==> src/rtl/pfd_pkg.sv <==
package pfd_pkg;
  localparam int NUM_STREAMS = 2;
  localparam int IDX_REF = 0;
  localparam int IDX_FB  = 1;

  typedef enum logic [1:0] {
    DRV_OFF = 2'b00,
    DRV_HI  = 2'b01,
    DRV_LO  = 2'b10
  } drive_e;
endpackage

==> src/rtl/pfd_edge_rise.sv <==
module pfd_edge_rise #(
  parameter int W = 2
) (
  input  logic         clk,
  input  logic [W-1:0] sig,
  output logic [W-1:0] rise
);
  // The history register tracks the input even during reset, so a level
  // held high through reset is never seen as a new edge.
  for (genvar g = 0; g < W; g++) begin : g_lane
    logic prev_q;
    always_ff @(posedge clk) prev_q <= sig[g];
    assign rise[g] = sig[g] & ~prev_q;
  end
endmodule

==> src/rtl/pfd_flags.sv <==
module pfd_flags (
  input  logic clk,
  input  logic rst,
  input  logic rise_ref,
  input  logic rise_fb,
  output logic ref_pend,
  output logic fb_pend
);
  logic ref_nx, fb_nx, both_nx;

  always_comb begin
    ref_nx  = ref_pend | rise_ref;
    fb_nx   = fb_pend  | rise_fb;
    both_nx = ref_nx & fb_nx;
  end

  always_ff @(posedge clk) begin
    if (rst) begin
      ref_pend <= 1'b0;
      fb_pend  <= 1'b0;
    end else if (both_nx) begin
      ref_pend <= 1'b0;
      fb_pend  <= 1'b0;
    end else begin
      ref_pend <= ref_nx;
      fb_pend  <= fb_nx;
    end
  end

  // The two pending flags are never set at the same time.
  p_flags_exclusive_r5: assert property (@(posedge clk) disable iff (rst)
    !(ref_pend && fb_pend));

  // Edges in the same cycle with nothing pending leave both flags clear.
  p_coincident_quiet_r7: assert property (@(posedge clk) disable iff (rst)
    (rise_ref && rise_fb && !ref_pend && !fb_pend) |=> (!ref_pend && !fb_pend));

  // A lone reference edge with nothing pending opens a pulse.
  p_ref_opens_r3: assert property (@(posedge clk) disable iff (rst)
    (rise_ref && !rise_fb && !fb_pend) |=> ref_pend);

  // A lone feedback edge with nothing pending opens a pulse.
  p_fb_opens_r4: assert property (@(posedge clk) disable iff (rst)
    (rise_fb && !rise_ref && !ref_pend) |=> fb_pend);

  // A second reference edge while reference is pending keeps only one pending.
  p_no_accumulate_r8: assert property (@(posedge clk) disable iff (rst)
    (ref_pend && rise_ref && !rise_fb) |=> (ref_pend && !fb_pend));
endmodule

==> src/rtl/pfd_drive.sv <==
module pfd_drive
  import pfd_pkg::*;
(
  input  logic ref_pend,
  input  logic fb_pend,
  output logic pc_out,
  output logic pc_oe,
  output logic lock_det
);
  drive_e drv;

  always_comb begin
    unique case ({fb_pend, ref_pend})
      2'b01:   drv = DRV_HI;
      2'b10:   drv = DRV_LO;
      default: drv = DRV_OFF;
    endcase
    pc_out   = (drv == DRV_HI);
    pc_oe    = (drv != DRV_OFF);
    lock_det = (drv == DRV_OFF);
  end
endmodule

==> src/rtl/tristate_pfd.sv <==
module tristate_pfd
  import pfd_pkg::*;
(
  input  logic clk,
  input  logic rst,
  input  logic ref_in,
  input  logic fb_in,
  output logic pc_out,
  output logic pc_oe,
  output logic lock_det
);
  logic [NUM_STREAMS-1:0] sig_bus;
  logic [NUM_STREAMS-1:0] rise_bus;
  logic ref_pend, fb_pend;

  assign sig_bus[IDX_REF] = ref_in;
  assign sig_bus[IDX_FB]  = fb_in;

  pfd_edge_rise #(.W(NUM_STREAMS)) u_edge (
    .clk  (clk),
    .sig  (sig_bus),
    .rise (rise_bus)
  );

  pfd_flags u_flags (
    .clk      (clk),
    .rst      (rst),
    .rise_ref (rise_bus[IDX_REF]),
    .rise_fb  (rise_bus[IDX_FB]),
    .ref_pend (ref_pend),
    .fb_pend  (fb_pend)
  );

  pfd_drive u_drive (
    .ref_pend (ref_pend),
    .fb_pend  (fb_pend),
    .pc_out   (pc_out),
    .pc_oe    (pc_oe),
    .lock_det (lock_det)
  );

  // Reset leaves the output released and lock asserted.
  p_reset_state_r1: assert property (@(posedge clk)
    rst |=> (lock_det && !pc_oe && !pc_out));

  // A feedback edge ends a high pulse.
  p_high_ends_r3: assert property (@(posedge clk) disable iff (rst)
    (pc_oe && pc_out && rise_bus[IDX_FB]) |=> !pc_oe);

  // A reference edge ends a low pulse.
  p_low_ends_r4: assert property (@(posedge clk) disable iff (rst)
    (pc_oe && !pc_out && rise_bus[IDX_REF]) |=> !pc_oe);

  // With no rising edges the outputs hold.
  p_hold_no_edge_r2: assert property (@(posedge clk) disable iff (rst)
    (rise_bus == '0) |=> ($stable(pc_oe) && $stable(pc_out) && $stable(lock_det)));
endmodule

==> config.mk <==
export PLATFORM = sky130hd
export DESIGN_NAME = tristate_pfd
export DESIGN_NICKNAME = d
export VERILOG_FILES = /design/src/rtl/pfd_pkg.sv /design/src/rtl/pfd_edge_rise.sv /design/src/rtl/pfd_flags.sv /design/src/rtl/pfd_drive.sv /design/src/rtl/tristate_pfd.sv
export SDC_FILE = /design/constraint.sdc
export NUM_CORES = 1
export LEC_CHECK = 0
export BUFFER_PORTS_ARGS = -buffer_cell sky130_fd_sc_hd__buf_2
export CORE_AREA = 2 2 39 41
export CTS_BUF_LIST = sky130_fd_sc_hd__clkbuf_4 sky130_fd_sc_hd__clkbuf_8 sky130_fd_sc_hd__clkbuf_16
export CTS_CLUSTER_DIAMETER = 80
export DETAILED_ROUTE_END_ITERATION = 10
export DIE_AREA = 0 0 41 43
export GPL_TIMING_DRIVEN = 0
export PLACE_DENSITY = 0.3
export SLEW_MARGIN = 20
export SYNTH_ARGS = -nofsm -noshare
export SYNTH_HDL_FRONTEND = slang
export SYNTH_HIERARCHICAL = 1
export SYNTH_SLANG_ARGS = --single-unit
export TNS_END_PERCENT = 30
==> constraint.sdc <==
create_clock -name clk -period 1.7 [get_ports clk]
set_input_delay 0.34 -clock clk [delete_from_list [all_inputs] [get_ports clk]]
set_output_delay 0.34 -clock clk [all_outputs]
set_load 0.01 [all_outputs]
==> results.yml, run 1 <==
sta:
  fin_skew_ps: 3.75
  finalHoldViolCount: 0
  holdWs_ps: 218
  fin_crit_sh_pct: 84.2
  fin_crit_ps: 1430
  rsz0062_at_grt: "false"
  setup_tns_ps: 0
  worst_pin_slew_ps: 207
  drv_slew: 0
  max_freq_ghz: 0.699
  finalSetupViolCount: 0
  slew_headroom_pct: 86.1
critical_path:
  cp_cell_sequence: "inv_1 > ha_1 > inv_1 > buf_2"
  critPathKind: "reg -> out"
  r2r_start: "u_edge/g_lane[0].prev_q"
  worstRegToRegCells: 2
  r2r_setup_slack_ps: 960
  crit_fanout: 3
  cp_data_arrival_time_ps: 1090
  crit_path_end_kind: "output pin"
  timing.critical_path.mode_cell: "inv_1"
  cpPeakStageDelay_ps: 350
  cp_slowest_cell: "dfxtp_1"
  critPathLaunchType: "flip-flop"
  cp_data_required_time_ps: 1360
  timing.rr.end: "u_flags/fb_pend"
global_route:
  grt_pass1_wl_um: 441
  grtUsageTotal_pct: 4.61
  overflow: 0
  grt_max_degree: 4
  grt_pass1_vias: 127
  antenna_found_initial: 0
routing:
  viasPerCell: 3.08
  num_vias: 117
  wire_per_inst_um: 7.26
  finalWirelength_um: 276
  drt-pass1-iter-count: 1
  ant_nets: 0
  drc: 0
  drt_iter0_markers: 0
synthesis:
  synth_top_family_by_area: "simple AND/OR/NAND/NOR gates"
  postSynthAreaPerCell_um2: 11.4
  yosysMostFrequentCell: "dfxtp_1"
  synth_area_leaders: "dfxtp_1 (54%), nor2b_4 (19%), ha_1 (8.5%)"
  yosys_warnings: 6
  synth_top_area_share_pct: 54.2
  synthMuxAreaShare_pct: 0
  syn_inst: 13
  synth_edf_count: 0
  ys.flop_type: "dfxtp_1"
  synthAdderAreaFrac_pct: 8.47
  async_flop_share_pct: 0
  synth_nets: 18
  synth_top_area_cell: "dfxtp_1"
  synth_area_um2: 148
  ys_ff_latch: 4
  yosysUniqueCellTypes: 6
  synthSimpleGateAreaFrac_pct: 32.2
  synth_common_cells: "dfxtp_1 (4), inv_1 (2), nor2_1 (2), nor2b_4 (2), nor4_1 (2)"
  synth_compound_area_share_pct: 0
  ys_seq_area_share_pct: 54.2
  synth-xor-area-share_pct: 0
final_layout:
  n_antenna_cell: 0
  final_layout_size_suffix_gt1_share_pct: 50.0
  n_fill_cell: 163
  area_growth_pct: 49.2
  stdcell_count: 38
  fin_area_um2: 220
  layout.nets: 29
power_and_ir_drop:
  power_w: 0.000248
  vdd_drop_max_uv: 130
  p_leak_nw: 0.108
  p_switching_w: 0.0000556
  clkPwrFrac_pct: 47.7
  seq_power_share_pct: 41.9
  p_int_w: 0.000193
  power_frac_comb_pct: 10.4
  p_per_area_mw_per_mm2: 1130
  switching_share_pct: 22.4
clock_tree:
  post_cts_buffers: 0
  cts_made_buffers: 3
  root_buffer: "clkbuf_4"
  htree_levels: 1
  clk_latency_ps: 230
  cts_buffer_depth: 2
  cts-hold-fix-buffers: 0
  cts.sinks: 4
  clk_pin_slew_ps: 40
  cts_resized: 0
  cts_tree: "yes"
place:
  placed_area_um2: 198
  port_buffers: 6
  place_congestion: 0.565
  dp_cells: 35
floorplanning:
  boundaryPins: 7
  core_mm2: 0.00138
  chipWidth_um: 41
  dieArea_mm2: 0.00176
  start_util_pct: 10.7
  num_rows: 14
  die_y_um: 43
min_path:
  whs_path_depth: 1
  worstHoldStart: "fb_in"
  holdCritPathClass: "in -> reg"
  hold_end: "u_edge/g_lane[1].prev_q"
outcome:
  status: "completed"
job:
  maxCapViolCount: 0
==> power by group through the flow <==
stage / Sequential [W] / Combinational, W / Clock, W
CTS: 0.000104 / 0.0000265 / 0.000128
detailed placement: 0.000105 / 0.0000266 / 0
finish: 0.000104 / 0.0000259 / 0.000118
global placement: 0.000105 / 0.0000262 / 0
floorplan: 0.000104 / 0.0000162 / 0
global route: 0.000105 / 0.0000291 / 0.000129
==> registers in the layout (all words and copies together) (netlist names) <==
register / count
u_edge/g_lane.prev_q: 2
u_flags/ref_pend: 1
u_flags/fb_pend: 1
==> cells in the final DEF (no fill, tap or decap), drive strengths merged <==
master  Yosys  routed
ha          1       1
nor2        2       2
dfxtp       4       4
nor4        2       2
clkbuf      0       3
inv         2       2
buf         0       6
nor2b       2       2
==> worst max path at each step <==
stage	depth (start not counted)	slack, ps	endpoint	from
global placement	4	520	pc_oe	u_flags/fb_pend
finish	4	270	pc_oe	u_flags/fb_pend
CTS	4	250	pc_oe	u_flags/fb_pend
global route	4	200	pc_oe	u_flags/fb_pend
detailed placement	4	520	pc_oe	u_flags/fb_pend
floorplan	3	560	pc_oe	u_flags/fb_pend
==> critical path: cells and delay by family (launching register included) <==
family,cells,cell delay (ps)
DFF,1,350
adders and majority gates,1,290
buffers and inverters,3,210
==> layer usage <==
metal	up-vias	GRT usage [%]	share of wire (%)
li1	61	-	-
met1	53	3.21	34
met2	3	5.63	61
met3	0	3.14	4.0
met4	0	8.00	0
met5	-	0	0
==> stage by stage <==
| stage | util, % | setup slack, ps |
|---|---|---|
| 2_1_floorplan | - | 557 |
| 3_3_place_gp | 14.3 | 524 |
| 3_5_place_dp | 14.3 | 518 |
| 4_1_cts | 15.9 | 248 |
| 5_1_grt | 15.9 | 204 |
| 6_report | 15.9 | 269 |
==> cells by family (layout without fill, tap and decap cells) <==
group / Yosys count / after routing
simple gates: 6 / 6
buf+inv: 2 / 11
fa+ha+maj: 1 / 1
flops: 4 / 4
==> final cells by class <==
| cell class | instances | area [µm²] | share of cell area, % |
|---|---|---|---|
| Clock buffer | 3 | 22.5 | 10.2 |
| Inverter | 2 | 7.51 | 3.41 |
| Tap cell | 16 | 20.0 | 9.09 |
| Timing Repair Buffer | 6 | 30.0 | 13.6 |
| Sequential cell | 4 | 80.1 | 36.4 |
| Multi-Input combinational cell | 7 | 60.1 | 27.3 |
(Power assumes the default switching activity.)
==> run 2, diff against run 1 <==
==> constraint.sdc (replaced) <==
create_clock -name clk -period 1.35 [get_ports clk]
set_input_delay 0.27 -clock clk [delete_from_list [all_inputs] [get_ports clk]]
set_output_delay 0.27 -clock clk [all_outputs]
set_load 0.01 [all_outputs]
==> run 2 against run 1 <==
  * Sequential share of layout area is 1.6 points lower
  * Die area unchanged
  * Non-clock buffer count unchanged
  * Clock power grew 26%
  * Global-route usage is the same
  * Register-to-register slack got worse by 350 ps
  * Cell area grew 6.2%
  * First-iteration DRC count unchanged
  * Flip-flop and latch count unchanged
  * Combinational power increased by 37%
  * Sequential power increased by 27%
  * Critical path type unchanged
  * Critical endpoint unchanged
  * Largest cell class unchanged
==> results.yml, run 2 (synthesis gave the netlist of run 1 again) <==
clock_tree:
  cts-hold-fix-buffers: 0
  clk_pin_slew_ps: 40
  cts_buffer_depth: 2
  cts_tree: "yes"
  cts.sinks: 4
  clk_latency_ps: 230
  htree_levels: 1
  cts_made_buffers: 3
  post_cts_buffers: 0
  root_buffer: "clkbuf_4"
power_and_ir_drop:
  p_leak_nw: 0.109
  p_per_area_mw_per_mm2: 1350
  vdd_drop_max_uv: 165
sta:
  fin_crit_sh_pct: 95.5
  drv_slew: 0
  setup_tns_ps: 0
  worst_pin_slew_ps: 207
  max_freq_ghz: 0.775
  slew_headroom_pct: 86.1
  layout_setup_ws_ps: 60.3
  finalHoldViolCount: 0
  rsz0062_at_grt: "false"
  fin_crit_ps: 1290
  finalSetupViolCount: 0
  fin_skew_ps: 3.72
floorplanning:
  dieArea_mm2: 0.00176
  core_mm2: 0.00138
  boundaryPins: 7
  start_util_pct: 10.7
  die_y_um: 43
  chipWidth_um: 41
  num_rows: 14
global_route:
  grt_pass1_wl_um: 441
  grt_max_degree: 4
  overflow: 0
  grtUsageTotal_pct: 4.61
  grt_pass1_vias: 127
  antenna_found_initial: 0
routing:
  wire_per_inst_um: 7.50
  finalWirelength_um: 285
  viasPerCell: 3.11
  drc: 0
  ant_nets: 0
  drt_iter0_markers: 0
  num_vias: 118
  drt-pass1-iter-count: 1
critical_path:
  critPathLaunchType: "flip-flop"
  critPathKind: "reg -> out"
  crit_fanout: 3
  crit_path_end_kind: "output pin"
  cp_data_required_time_ps: 1080
  cp_data_arrival_time_ps: 1020
final_layout:
  mostFrequentLayoutCells: "buf_2 (6), clkbuf_4 (3), dfxtp_1 (3)"
  area_growth_pct: 58.5
  final_layout_size_suffix_gt1_share_pct: 63.6
  layout.nets: 29
  top_register: "u_edge/g_lane.prev_q"
  final_common_cell: "buf_2"
  n_fill_cell: 162
  n_antenna_cell: 0
  multiInputGateArea_um2: 72.6
  reg_top3: "u_edge/g_lane.prev_q: 2 flops, u_flags/fb_pend: 1 flops, u_flags/ref_pend: 1 flops"
  largest_register_ffs: 2
  regArea_um2: 81.3
min_path:
  holdCritPathClass: "in -> reg"
place:
  pre_cts_ws_ps: 238
  port_buffers: 6
  place_congestion: 0.565
job:
  maxCapViolCount: 0
outcome:
  status: "completed"
## run 2: changes by cell type in the layout (fill, tap and decap cells not counted)
cell / delta
dfxtp_1: -1
dfxtp_2: +1
ha_1: -1
ha_4: +1
inv_1: -1
inv_2: +1
## run 2: where the power goes
part           internal, W  switching (W)
logic            0.0000196      0.0000158
registers         0.000126     0.00000648
clock network    0.0000995      0.0000497
total             0.000245      0.0000720
## run 2: stage by stage
stage	instances	power, W	area [µm²]	hold WS, ps	util [%]
5_1_grt	38	0.000336	234	142	16.9
4_1_cts	38	0.000325	221	136	16.0
2_1_floorplan	13	0.000152	148	298	-
6_report	38	0.000317	234	148	16.9
3_3_place_gp	35	0.000165	198	388	14.3
3_5_place_dp	35	0.000166	198	390	14.3
## run 2: critical path: stages, from the launching register on
cell,delay [ps]
dfxtp_2,340
inv_2,50
ha_4,250
inv_1,30
buf_2,120
## run 2: per-layer routing
metal / wire length (µm) / GRT usage, % / vias to the layer above
met2: 172 / 5.63 / 3
met5: 0 / 0 / -
met4: 0 / 8.00 / 0
li1: - / - / 61
met3: 11 / 3.14 / 0
met1: 101 / 3.21 / 54
## run 2: final cells by class
| type | instances | share of cell area (%) |
|---|---|---|
| tap | 16 | 8.56 |
| inverter | 2 | 3.21 |
| sequential | 4 | 34.8 |
| multi-input combinational | 7 | 31.0 |
| clock buffer | 3 | 9.63 |
| timing repair buffer | 6 | 12.8 |
## run 2: final timing paths
| kind | start | endpoint | slack, ps | cells past startpoint |
|---|---|---|---|---|
| setup / recovery | u_flags/fb_pend | pc_oe | 60 | 4 |
| hold / removal | fb_in | u_edge/g_lane[1].prev_q | 150 | 1 |
| setup reg to reg | u_edge/g_lane[0].prev_q | u_flags/fb_pend | 610 | 2 |
| hold reg to reg | u_flags/fb_pend | u_flags/ref_pend | 440 | 1 |
## run 2: what timing repair did
action / in CTS / in global routing
setup endpoints to repair: 2 / 1
gates resized for setup: 1 / 2
pin swaps: 0 / 1
